$ cat src/rtl/cmp_pkg.sv
package cmp_pkg;
  localparam int CTL_ON    = 7;
  localparam int CTL_RES   = 6;
  localparam int CTL_POL   = 4;
  localparam int CTL_ROUTE = 2;
  localparam int CTL_DRV   = 1;

  localparam int IRQ_FLAG0 = 0;
  localparam int IRQ_IE0   = 4;
  localparam int IRQ_PEN   = 6;
  localparam int IRQ_GEN   = 7;

  typedef struct packed {
    logic on;
    logic pol;
    logic route;
    logic drv;
  } ctl_t;
endpackage

$ cat src/rtl/cmp_sync.sv
module cmp_sync #(
  parameter int STAGES = 2
) (
  input  logic clk,
  input  logic rst_n,
  input  logic d,
  output logic q
);
  logic [STAGES-1:0] pipe_q;
  logic [STAGES-1:0] pipe_d;

  always_comb begin
    pipe_d = {pipe_q[STAGES-2:0], d};
  end

  always_ff @(posedge clk or negedge rst_n) begin
    if (!rst_n) pipe_q <= '0;
    else        pipe_q <= pipe_d;
  end

  assign q = pipe_q[STAGES-1];
endmodule

$ cat src/rtl/cmp_channel.sv
module cmp_channel
  import cmp_pkg::*;
#(
  parameter int SYNC_STAGES = 2,
  parameter int DW          = 8
) (
  input  logic          clk,
  input  logic          rst_n,
  input  logic          raw,
  input  logic          wr_ctl,
  input  logic          touch,
  input  logic          rd_hit,
  input  logic [DW-1:0] wdata,
  output ctl_t          ctl_o,
  output logic          res_o,
  output logic          ref_o,
  output logic          set_o,
  output logic          pin_o,
  output logic          oe_o
);
  ctl_t ctl_q, ctl_d;
  logic ref_q, ref_d;
  logic mm_q, mm_d;
  logic sync_res;
  logic res;
  logic mism;

  cmp_sync #(.STAGES(SYNC_STAGES)) u_sync (
    .clk  (clk),
    .rst_n(rst_n),
    .d    (raw),
    .q    (sync_res)
  );

  assign res  = ctl_q.on & (sync_res ^ ctl_q.pol);
  assign mism = res ^ ref_q;

  always_comb begin
    ctl_d = ctl_q;
    if (wr_ctl) begin
      ctl_d.on    = wdata[CTL_ON];
      ctl_d.pol   = wdata[CTL_POL];
      ctl_d.route = wdata[CTL_ROUTE];
      ctl_d.drv   = wdata[CTL_DRV];
    end
    ref_d = touch ? res : ref_q;
    mm_d  = mism;
  end

  always_ff @(posedge clk or negedge rst_n) begin
    if (!rst_n) begin
      ctl_q <= '0;
      ref_q <= 1'b0;
      mm_q  <= 1'b0;
    end else begin
      ctl_q <= ctl_d;
      ref_q <= ref_d;
      mm_q  <= mm_d;
    end
  end

  assign set_o = ctl_q.on & mism & ~mm_q & ~rd_hit;
  assign pin_o = (ctl_q.on & ctl_q.route) ? (raw ^ ctl_q.pol) : 1'b0;
  assign oe_o  = ctl_q.drv;
  assign ctl_o = ctl_q;
  assign res_o = res;
  assign ref_o = ref_q;
endmodule

$ cat src/rtl/cmp_irq_ctrl.sv
module cmp_irq_ctrl
  import cmp_pkg::*;
#(
  parameter int NCH = 2,
  parameter int DW  = 8
) (
  input  logic           clk,
  input  logic           rst_n,
  input  logic           wr,
  input  logic [DW-1:0]  wdata,
  input  logic [NCH-1:0] set_evt,
  output logic [NCH-1:0] flags,
  output logic [NCH-1:0] ie,
  output logic           pen,
  output logic           gen,
  output logic           irq
);
  logic [NCH-1:0] flag_q, flag_d, ie_q, ie_d;
  logic           pen_q, pen_d, gen_q, gen_d;

  always_comb begin
    flag_d = flag_q;
    ie_d   = ie_q;
    pen_d  = pen_q;
    gen_d  = gen_q;
    if (wr) begin
      flag_d = wdata[IRQ_FLAG0 +: NCH];
      ie_d   = wdata[IRQ_IE0 +: NCH];
      pen_d  = wdata[IRQ_PEN];
      gen_d  = wdata[IRQ_GEN];
    end
    flag_d = flag_d | set_evt;
  end

  always_ff @(posedge clk or negedge rst_n) begin
    if (!rst_n) begin
      flag_q <= '0;
      ie_q   <= '0;
      pen_q  <= 1'b0;
      gen_q  <= 1'b0;
    end else begin
      flag_q <= flag_d;
      ie_q   <= ie_d;
      pen_q  <= pen_d;
      gen_q  <= gen_d;
    end
  end

  assign flags = flag_q;
  assign ie    = ie_q;
  assign pen   = pen_q;
  assign gen   = gen_q;
  assign irq   = (|(flag_q & ie_q)) & pen_q & gen_q;
endmodule

$ cat src/rtl/cmp_out_irq.sv
module cmp_out_irq
  import cmp_pkg::*;
#(
  parameter int NCH         = 2,
  parameter int SYNC_STAGES = 2,
  parameter int AW          = 2,
  parameter int DW          = 8
) (
  input  logic           clk,
  input  logic           rst_n,
  input  logic [NCH-1:0] raw_in,
  input  logic           wr_en,
  input  logic           rd_en,
  input  logic [AW-1:0]  addr,
  input  logic [DW-1:0]  wdata,
  output logic [DW-1:0]  rdata,
  output logic [NCH-1:0] pin_out,
  output logic [NCH-1:0] pin_oe,
  output logic           irq
);
  localparam logic [AW-1:0] SNAP_ADDR = AW'(NCH);
  localparam logic [AW-1:0] IRQ_ADDR  = AW'(NCH + 1);

  logic [1:0]           rst_pipe;
  logic                 rst_sn;
  logic [NCH-1:0]       en_w, res_w, ref_w, set_w;
  logic [NCH-1:0]       flag_w, ie_w;
  logic                 pen_w, gen_w;
  logic [NCH-1:0][DW-1:0] ctl_word;

  always_ff @(posedge clk or negedge rst_n) begin
    if (!rst_n) rst_pipe <= 2'b00;
    else        rst_pipe <= {rst_pipe[0], 1'b1};
  end
  assign rst_sn = rst_pipe[1];

  for (genvar i = 0; i < NCH; i++) begin : g_ch
    ctl_t ctl;
    logic sel;
    assign sel = (addr == AW'(i));

    cmp_channel #(.SYNC_STAGES(SYNC_STAGES), .DW(DW)) u_ch (
      .clk   (clk),
      .rst_n (rst_sn),
      .raw   (raw_in[i]),
      .wr_ctl(wr_en & sel),
      .touch ((wr_en | rd_en) & sel),
      .rd_hit(rd_en & sel),
      .wdata (wdata),
      .ctl_o (ctl),
      .res_o (res_w[i]),
      .ref_o (ref_w[i]),
      .set_o (set_w[i]),
      .pin_o (pin_out[i]),
      .oe_o  (pin_oe[i])
    );

    assign en_w[i] = ctl.on;

    always_comb begin
      ctl_word[i]            = '0;
      ctl_word[i][CTL_ON]    = ctl.on;
      ctl_word[i][CTL_RES]   = res_w[i];
      ctl_word[i][CTL_POL]   = ctl.pol;
      ctl_word[i][CTL_ROUTE] = ctl.route;
      ctl_word[i][CTL_DRV]   = ctl.drv;
    end
  end

  cmp_irq_ctrl #(.NCH(NCH), .DW(DW)) u_irq (
    .clk    (clk),
    .rst_n  (rst_sn),
    .wr     (wr_en && (addr == IRQ_ADDR)),
    .wdata  (wdata),
    .set_evt(set_w),
    .flags  (flag_w),
    .ie     (ie_w),
    .pen    (pen_w),
    .gen    (gen_w),
    .irq    (irq)
  );

  always_comb begin
    rdata = '0;
    for (int i = 0; i < NCH; i++) begin
      if (addr == AW'(i)) rdata = ctl_word[i];
    end
    if (addr == SNAP_ADDR) rdata[DW-NCH +: NCH] = res_w;
    if (addr == IRQ_ADDR) begin
      rdata[IRQ_FLAG0 +: NCH] = flag_w;
      rdata[IRQ_IE0 +: NCH]   = ie_w;
      rdata[IRQ_PEN]          = pen_w;
      rdata[IRQ_GEN]          = gen_w;
    end
  end
endmodule

$ cat config.mk
export PLATFORM = sky130hd
export DESIGN_NAME = cmp_out_irq
export DESIGN_NICKNAME = d
export VERILOG_FILES = /design/src/rtl/cmp_pkg.sv /design/src/rtl/cmp_sync.sv /design/src/rtl/cmp_channel.sv /design/src/rtl/cmp_irq_ctrl.sv /design/src/rtl/cmp_out_irq.sv
export SDC_FILE = /design/constraint.sdc
export NUM_CORES = 1
export LEC_CHECK = 0
export ABC_AREA = 0
export BUFFER_PORTS_ARGS = -buffer_cell sky130_fd_sc_hd__buf_2
export CORE_UTILIZATION = 55
export DETAILED_ROUTE_END_ITERATION = 10
export HOLD_SLACK_MARGIN = 0.06
export PLACE_DENSITY_LB_ADDON = 0.15
export REMOVE_ABC_BUFFERS = 1
export SYNTH_ARGS = -nofsm -noshare
export SYNTH_HDL_FRONTEND = slang
export SYNTH_SLANG_ARGS = --single-unit
$ cat constraint.sdc
create_clock -name clk -period 2.7 [get_ports clk]
set_input_delay 0.27 -clock clk [delete_from_list [all_inputs] [get_ports clk]]
set_output_delay 0.27 -clock clk [all_outputs]
set_load 0.01 [all_outputs]
==> results of run 1 <==
through the flow:
step           util, %  power (mW)  hold slack (ns)  setup slack, ns  std cells
6_report          67.2       0.908           0.0882            0.652        146
4_1_cts           67.2       0.920           0.0821            0.636        146
3_3_place_gp      64.8       0.723           0.0544             1.03        141
3_5_place_dp      64.8       0.738           0.0567            0.992        141
2_1_floorplan        -       0.646          -0.0256             1.19         88
5_1_grt           67.2       0.969           0.0727            0.573        146
Yosys cell counts (all sizes together) (3+ instances only):
library cell and n:
buf 7, nand3b 4, and3 4, nand3 3, xor2 5, mux2i 4, nor2 3, nand2 4
dfrtp 24, mux2 15
worst min path at each step:
stage | from | to | slack, ns | depth (start not counted)
finish | raw_in[0] | g_ch[0].u_ch.u_sync.pipe_q[0]$_DFF_PN0_ | 0.09 | 1
global placement | rst_n | rst_pipe[0]$_DFF_PN0_ | 0.05 | 1
global route | raw_in[0] | g_ch[0].u_ch.u_sync.pipe_q[0]$_DFF_PN0_ | 0.07 | 1
CTS | raw_in[0] | g_ch[0].u_ch.u_sync.pipe_q[0]$_DFF_PN0_ | 0.08 | 1
detailed placement | rst_n | rst_pipe[0]$_DFF_PN0_ | 0.06 | 1
floorplan | rst_n | rst_pipe[0]$_DFF_PN0_ | -0.03 | 0
final cells by class:
type,count,area (µm²)
Inverter,1,3.75
Clock buffer,4,36.3
Multi-Input combinational cell,63,517
Sequential cell,24,601
Timing Repair Buffer,27,140
Fill cell,159,651
Tap cell,27,33.8
layout by cell type (no fill, tap or decap), drive strengths merged, types with 2 or more instances in the layout:
master / count
and2: 2
conb: 2
nor3b: 2
nand3b: 4
a221o: 2
nand4: 2
buf: 26
dfrtp: 24
nand3: 3
xor2: 5
clkbuf: 4
mux2i: 4
and3: 4
mux2: 15
nor2: 3
a22o: 2
nand2: 4
o21ai: 2
what timing repair did:
action / in CTS / in global routing
endpoints found under the hold margin: 2 / 0
hold buffers: 1 / 0
setup endpoints to repair: 0 / 0
registers in the layout, indices dropped and copies added (netlist names):
name	cells
g_ch.u_ch.ctl_o	6
g_ch.u_ch.u_sync.pipe_q	4
g_ch.u_ch.mm_q	2
g_ch.u_ch.oe_o	2
g_ch.u_ch.ref_o	2
rst_pipe	2
u_irq.flags	2
u_irq.ie	2
u_irq.gen	1
u_irq.pen	1
cell families (layout without fill, tap and decap cells):
group                  after synthesis  after routing
AO/OA/AOI/OAI                        9              9
XOR/XNOR                             6              6
buffers and inverters                9             32
flip-flops                          24             24
multiplexers                        20             20
other                                2              2
AND/OR/NAND/NOR                     26             26
per-layer routing:
layer	track usage (%)	share of wire (%)	vias up
met5	0	0	-
met4	1.67	0	0
met3	2.22	3.2	0
met2	31.2	48	22
met1	30.0	49	371
li1	-	-	384
where the power goes:
part	switching (mW)	internal [mW]	total, mW	leakage, nW
registers	0.0728	0.434	0.506	0.284
logic	0.100	0.120	0.221	0.338
clock network	0.0984	0.0821	0.180	0.0210
total	0.272	0.636	0.908	0.643
worst max-delay path: stages, from the launching register on:
cell	delay, ns
dfrtp_1	0.46
xor2_1	0.22
and2_4	0.19
mux4_2	0.46
buf_2	0.15
==> impl_metrics.toml, run 1 <==
[yosys]
synthArstFlopShare_pct = 100
synth_area_leaders = "dfrtp_1 (51%), mux2_1 (14%), xor2_1 (3.7%)"
synthCells = 96
synth_top_area_share_pct = 51.2
synth_top_family_by_area = "multiplexers"
seq_area_frac_synth_pct = 51.2
synth-simple-area-share_pct = 13.6
synth-adder-area-share_pct = 0
synth_area_per_cell_um2 = 12.2
synth.ff_latch_count = 24
syn_area_um2 = 1170
synth-compound-area-share_pct = 5.66
ys_types = 29
synth_ff_type = "dfrtp_1"
synthMuxAreaShare_pct = 19.7
yosys_warnings = 0
synth_top_area_cell = "dfrtp_1"
synth_edf_count = 0
synth_xor_area_share_pct = 4.48

[power]
power.leakage_nw = 0.643
ir_drop_uv = 443
powerDensity_nw_per_um2 = 682

[clock_network]
clock_sinks = 24
root_buffer = "clkbuf_4"
cts_resized = 0
numCtsBuffers = 3
cts_tree = "done"
clock_latency_ns = 0.30
clk_pin_slew_ns = 0.13
clockBufferDepth = 2
cts.htree.levels = 1
cts_setup_buffers = 0

[sta]
drv_slew = 0
tightest_slew_ns = 0.854
grt_setup_unrepaired = "no"
finalHoldViolations = 0
fmax_mhz = 488
min_period_ns = 2.05
skew_ns = 0.00914
setup_viol = 0
max_slew_margin_pct = 43.1
period_share_pct = 75.9
fin_tns_setup_ns = 0

[setup_path]
r2r_cells = 3
reg2reg_slack_ns = 1.44
worstSetupStartpoint = "g_ch[1].u_ch.ctl_o[2]$_DFFE_PN0P_"
crit_type = "reg2out"
cp.required_ns = 2.43
worstSetupEndpointType = "output pin"
arrival_ns = 1.78
r2r_end = "g_ch[1].u_ch.ref_o$_DFFE_PN0P_"
crit_end = "rdata[7]"
critical_path.max_fanout = 4
timing.rr.start = "g_ch[1].u_ch.ctl_o[2]$_DFFE_PN0P_"
startpoint_type = "flip-flop"

[worst_hold_path]
hold_class = "in2reg"

[global_route]
grt_pass1_vias = 705
grt_overflow_total = 0
antenna_found_initial = 0
grt_pass1_wl_um = 3170
track_usage_pct = 19.6
grt_max_degree = 23

[status]
outcome = "finished, final reports clean"

[route]
vias = 777
drc_errors = 0
drt-total-wl_um = 2070
drtIter0Drc = 11
via_per_inst = 5.32
postRouteAntennaNets = 0
wire_per_inst_um = 14.2
first_pass_iters = 4

[finish]
stdcell_area_um2 = 1330
antenna_cells = 0
final_nets = 136
syn_to_final_growth_pct = 13.6
layout-drive-gt1-share_pct = 27.7

[placement]
io_buffers = 26
gp_congestion = 0.764
hpwlAfterDp_um = 1570
dpl_cell_area_um2 = 1280

[die]
initial_core_util_pct = 59.2
die_x_um = 48.2
core_area_um2 = 1980
rows = 16
ioPinCount = 29
die-area_um2 = 2320
fp.dieH_um = 48.2

[job]
cap_viol_max_count = 0
No activity file was read; power rests on OpenSTA's default activity.
==> run 2: changes to the inputs <==
Settings changed: CORE_UTILIZATION 55 to 46.
Clock period 2.7 ns to 1.7 ns, I/O delays scaled along.
==> run 2 against run 1 <==
Against the previous run: the run now ends with setup timing left; worst hold slack got worse by 0.012 ns; critical path depth did not move; global-route usage fell by 0.31 points; core utilization fell by 6.3 points; sequential power up 58%; sequential cell count did not move; first-iteration DRC count up 45%; clock power up 32%; clock skew is 0.0073 ns lower; register-to-register slack got worse by 1.0 ns; design area grew 5.0%; combinational power rose by 80%; critical path type unchanged; highest routed layer is now met4.
==> impl_metrics.toml, run 2 (synthesis results as in run 1) <==
[clock_network]
numCtsBuffers = 3
clk_pin_slew_ns = 0.12
clock_latency_ns = 0.30
clock_sinks = 24
root_buffer = "clkbuf_4"
clockBufferDepth = 2
cts_tree = "done"
cts.htree.levels = 1

[power]
p_seq_share_pct = 55.7
p_comb_share_pct = 27.7
powerDensity_nw_per_um2 = 1030
power.leakage_nw = 0.673
p_switching_uw = 439
p_int_uw = 996
ir_drop_uv = 566
p_clk_share_pct = 16.5
switching_share_pct = 30.6
report.power.total_mw = 1.44

[status]
outcome = "complete, but fails checks"
violations = "setup timing"

[route]
vias = 811
drt-total-wl_um = 2250
first_pass_iters = 4
wire_per_inst_um = 14.7
drtIter0Drc = 16
via_per_inst = 5.30
drc_errors = 0
postRouteAntennaNets = 0

[finish]
layout_common_cells = "buf_2 (25), dfrtp_1 (24), mux2_1 (15)"
largest_reg_flops = 6
syn_to_final_growth_pct = 19.2
layout_commonest_cell = "buf_2"
layout-drive-gt1-share_pct = 31.2
final_nets = 143
fin_util_pct = 60.8
antenna_cells = 0

[global_route]
grt_max_degree = 23
use_met2_pct = 31.0
gr-max-usage-layer = "met2"
grt_pass1_vias = 808
use_met3_pct = 3.48
grt_use_met1_pct = 24.8
antenna_found_initial = 0
track_usage_pct = 19.2
grt_pass1_wl_um = 3640
grt_overflow_total = 0

[worst_hold_path]
hold_class = "in2reg"
hold_end = "u_irq.pen$_DFFE_PN0N_"
hold_depth = 2
min-delay-start = "wdata[6]"

[setup_path]
timing.rr.start = "g_ch[1].u_ch.u_sync.pipe_q[1]$_DFF_PN0_"
cp.required_ns = 1.53
crit_type = "reg2out"
critical_path.max_fanout = 2
arrival_ns = 1.65
worstSetupEndpointType = "output pin"
r2r_end = "g_ch[1].u_ch.ref_o$_DFFE_PN0P_"
reg2reg_slack_ns = 0.43
startpoint_type = "flip-flop"
r2r_cells = 4

[sta]
worst_slack_ns = -0.120
setup_viol = 1
grt_setup_unrepaired = "yes"
fmax_mhz = 549
whs_ns = 0.0762
min_period_ns = 1.82
skew_ns = 0.00179
finalHoldViolations = 0
drv_slew = 0
fin_tns_setup_ns = -0.120
period_share_pct = 107

[placement]
hpwlAfterDp_um = 1610
gp_congestion = 0.791
io_buffers = 26
pre_cts_slack_ns = 0.141

[die]
core_area_um2 = 2300
ioPinCount = 29
die_x_um = 52.5
rows = 17
initial_core_util_pct = 51.0
die-area_um2 = 2750
fp.dieH_um = 52.5

[job]
cap_viol_max_count = 0
[run 2: cell types whose count changed in the layout (fill, tap and decap cells not counted), sizes merged]
cell,change
clkbuf,-1
buf,+5
dlygate4sd3,+2
[run 2: worst max path at each step]
stage | from | to | slack, ns | depth (start not counted)
after floorplan | g_ch[1].u_ch.ctl_o[2]$_DFFE_PN0P_ | rdata[7] | 0.29 | 3
after global placement | g_ch[1].u_ch.ctl_o[2]$_DFFE_PN0P_ | rdata[7] | 0.16 | 4
after detailed placement | g_ch[1].u_ch.ctl_o[2]$_DFFE_PN0P_ | rdata[7] | 0.14 | 4
after CTS | g_ch[1].u_ch.u_sync.pipe_q[1]$_DFF_PN0_ | rdata[7] | -0.14 | 4
after global routing | g_ch[1].u_ch.ctl_o[2]$_DFFE_PN0P_ | rdata[7] | -0.18 | 4
final | g_ch[1].u_ch.u_sync.pipe_q[1]$_DFF_PN0_ | rdata[7] | -0.12 | 4
[run 2: power groups by stage]
stage               clock network, mW  logic [mW]  registers, mW
floorplan                           0       0.240          0.786
global placement                    0       0.352          0.805
CTS                             0.252       0.399          0.798
global route                    0.279       0.442          0.820
finish                          0.237       0.398          0.800
detailed placement                  0       0.359          0.811
[run 2: per-stage QoR]
stage | instance area [µm²] | instances
after detailed placement | 1300 | 144
after global placement | 1300 | 144
final | 1400 | 153
after global routing | 1400 | 153
after CTS | 1390 | 153
after floorplan | 1120 | 88
[run 2: worst max-delay path: stages, from the launching register on]
cell and delay [ns]:
dfrtp_1 0.42, xor2_2 0.18, and2_4 0.16, mux4_2 0.46, buf_6 0.13
[run 2: what timing repair did]
| item | CTS | global route |
|---|---|---|
| endpoints found under the setup margin | 1 | 3 |
| setup buffers | 3 | 1 |
| endpoints found under the hold margin | 4 | 0 |
| cloned | 0 | 0 |
| hold buffers | 3 | 0 |
| pin swaps | 2 | 1 |
| resized for setup | 2 | 1 |
[run 2: area by class of cell]
type	count	area, µm²
fill	201	900
sequential	24	601
multi-input combinational	63	532
timing repair buffer	34	204
tap	28	35.0
clock buffer	3	22.5
inverter	1	3.75
[run 2: per-layer routing]
layer,wire [µm],vias up
met2,1110,17
li1,-,395
met1,1050,397
met5,0,-
met4,14,0
met3,71,2
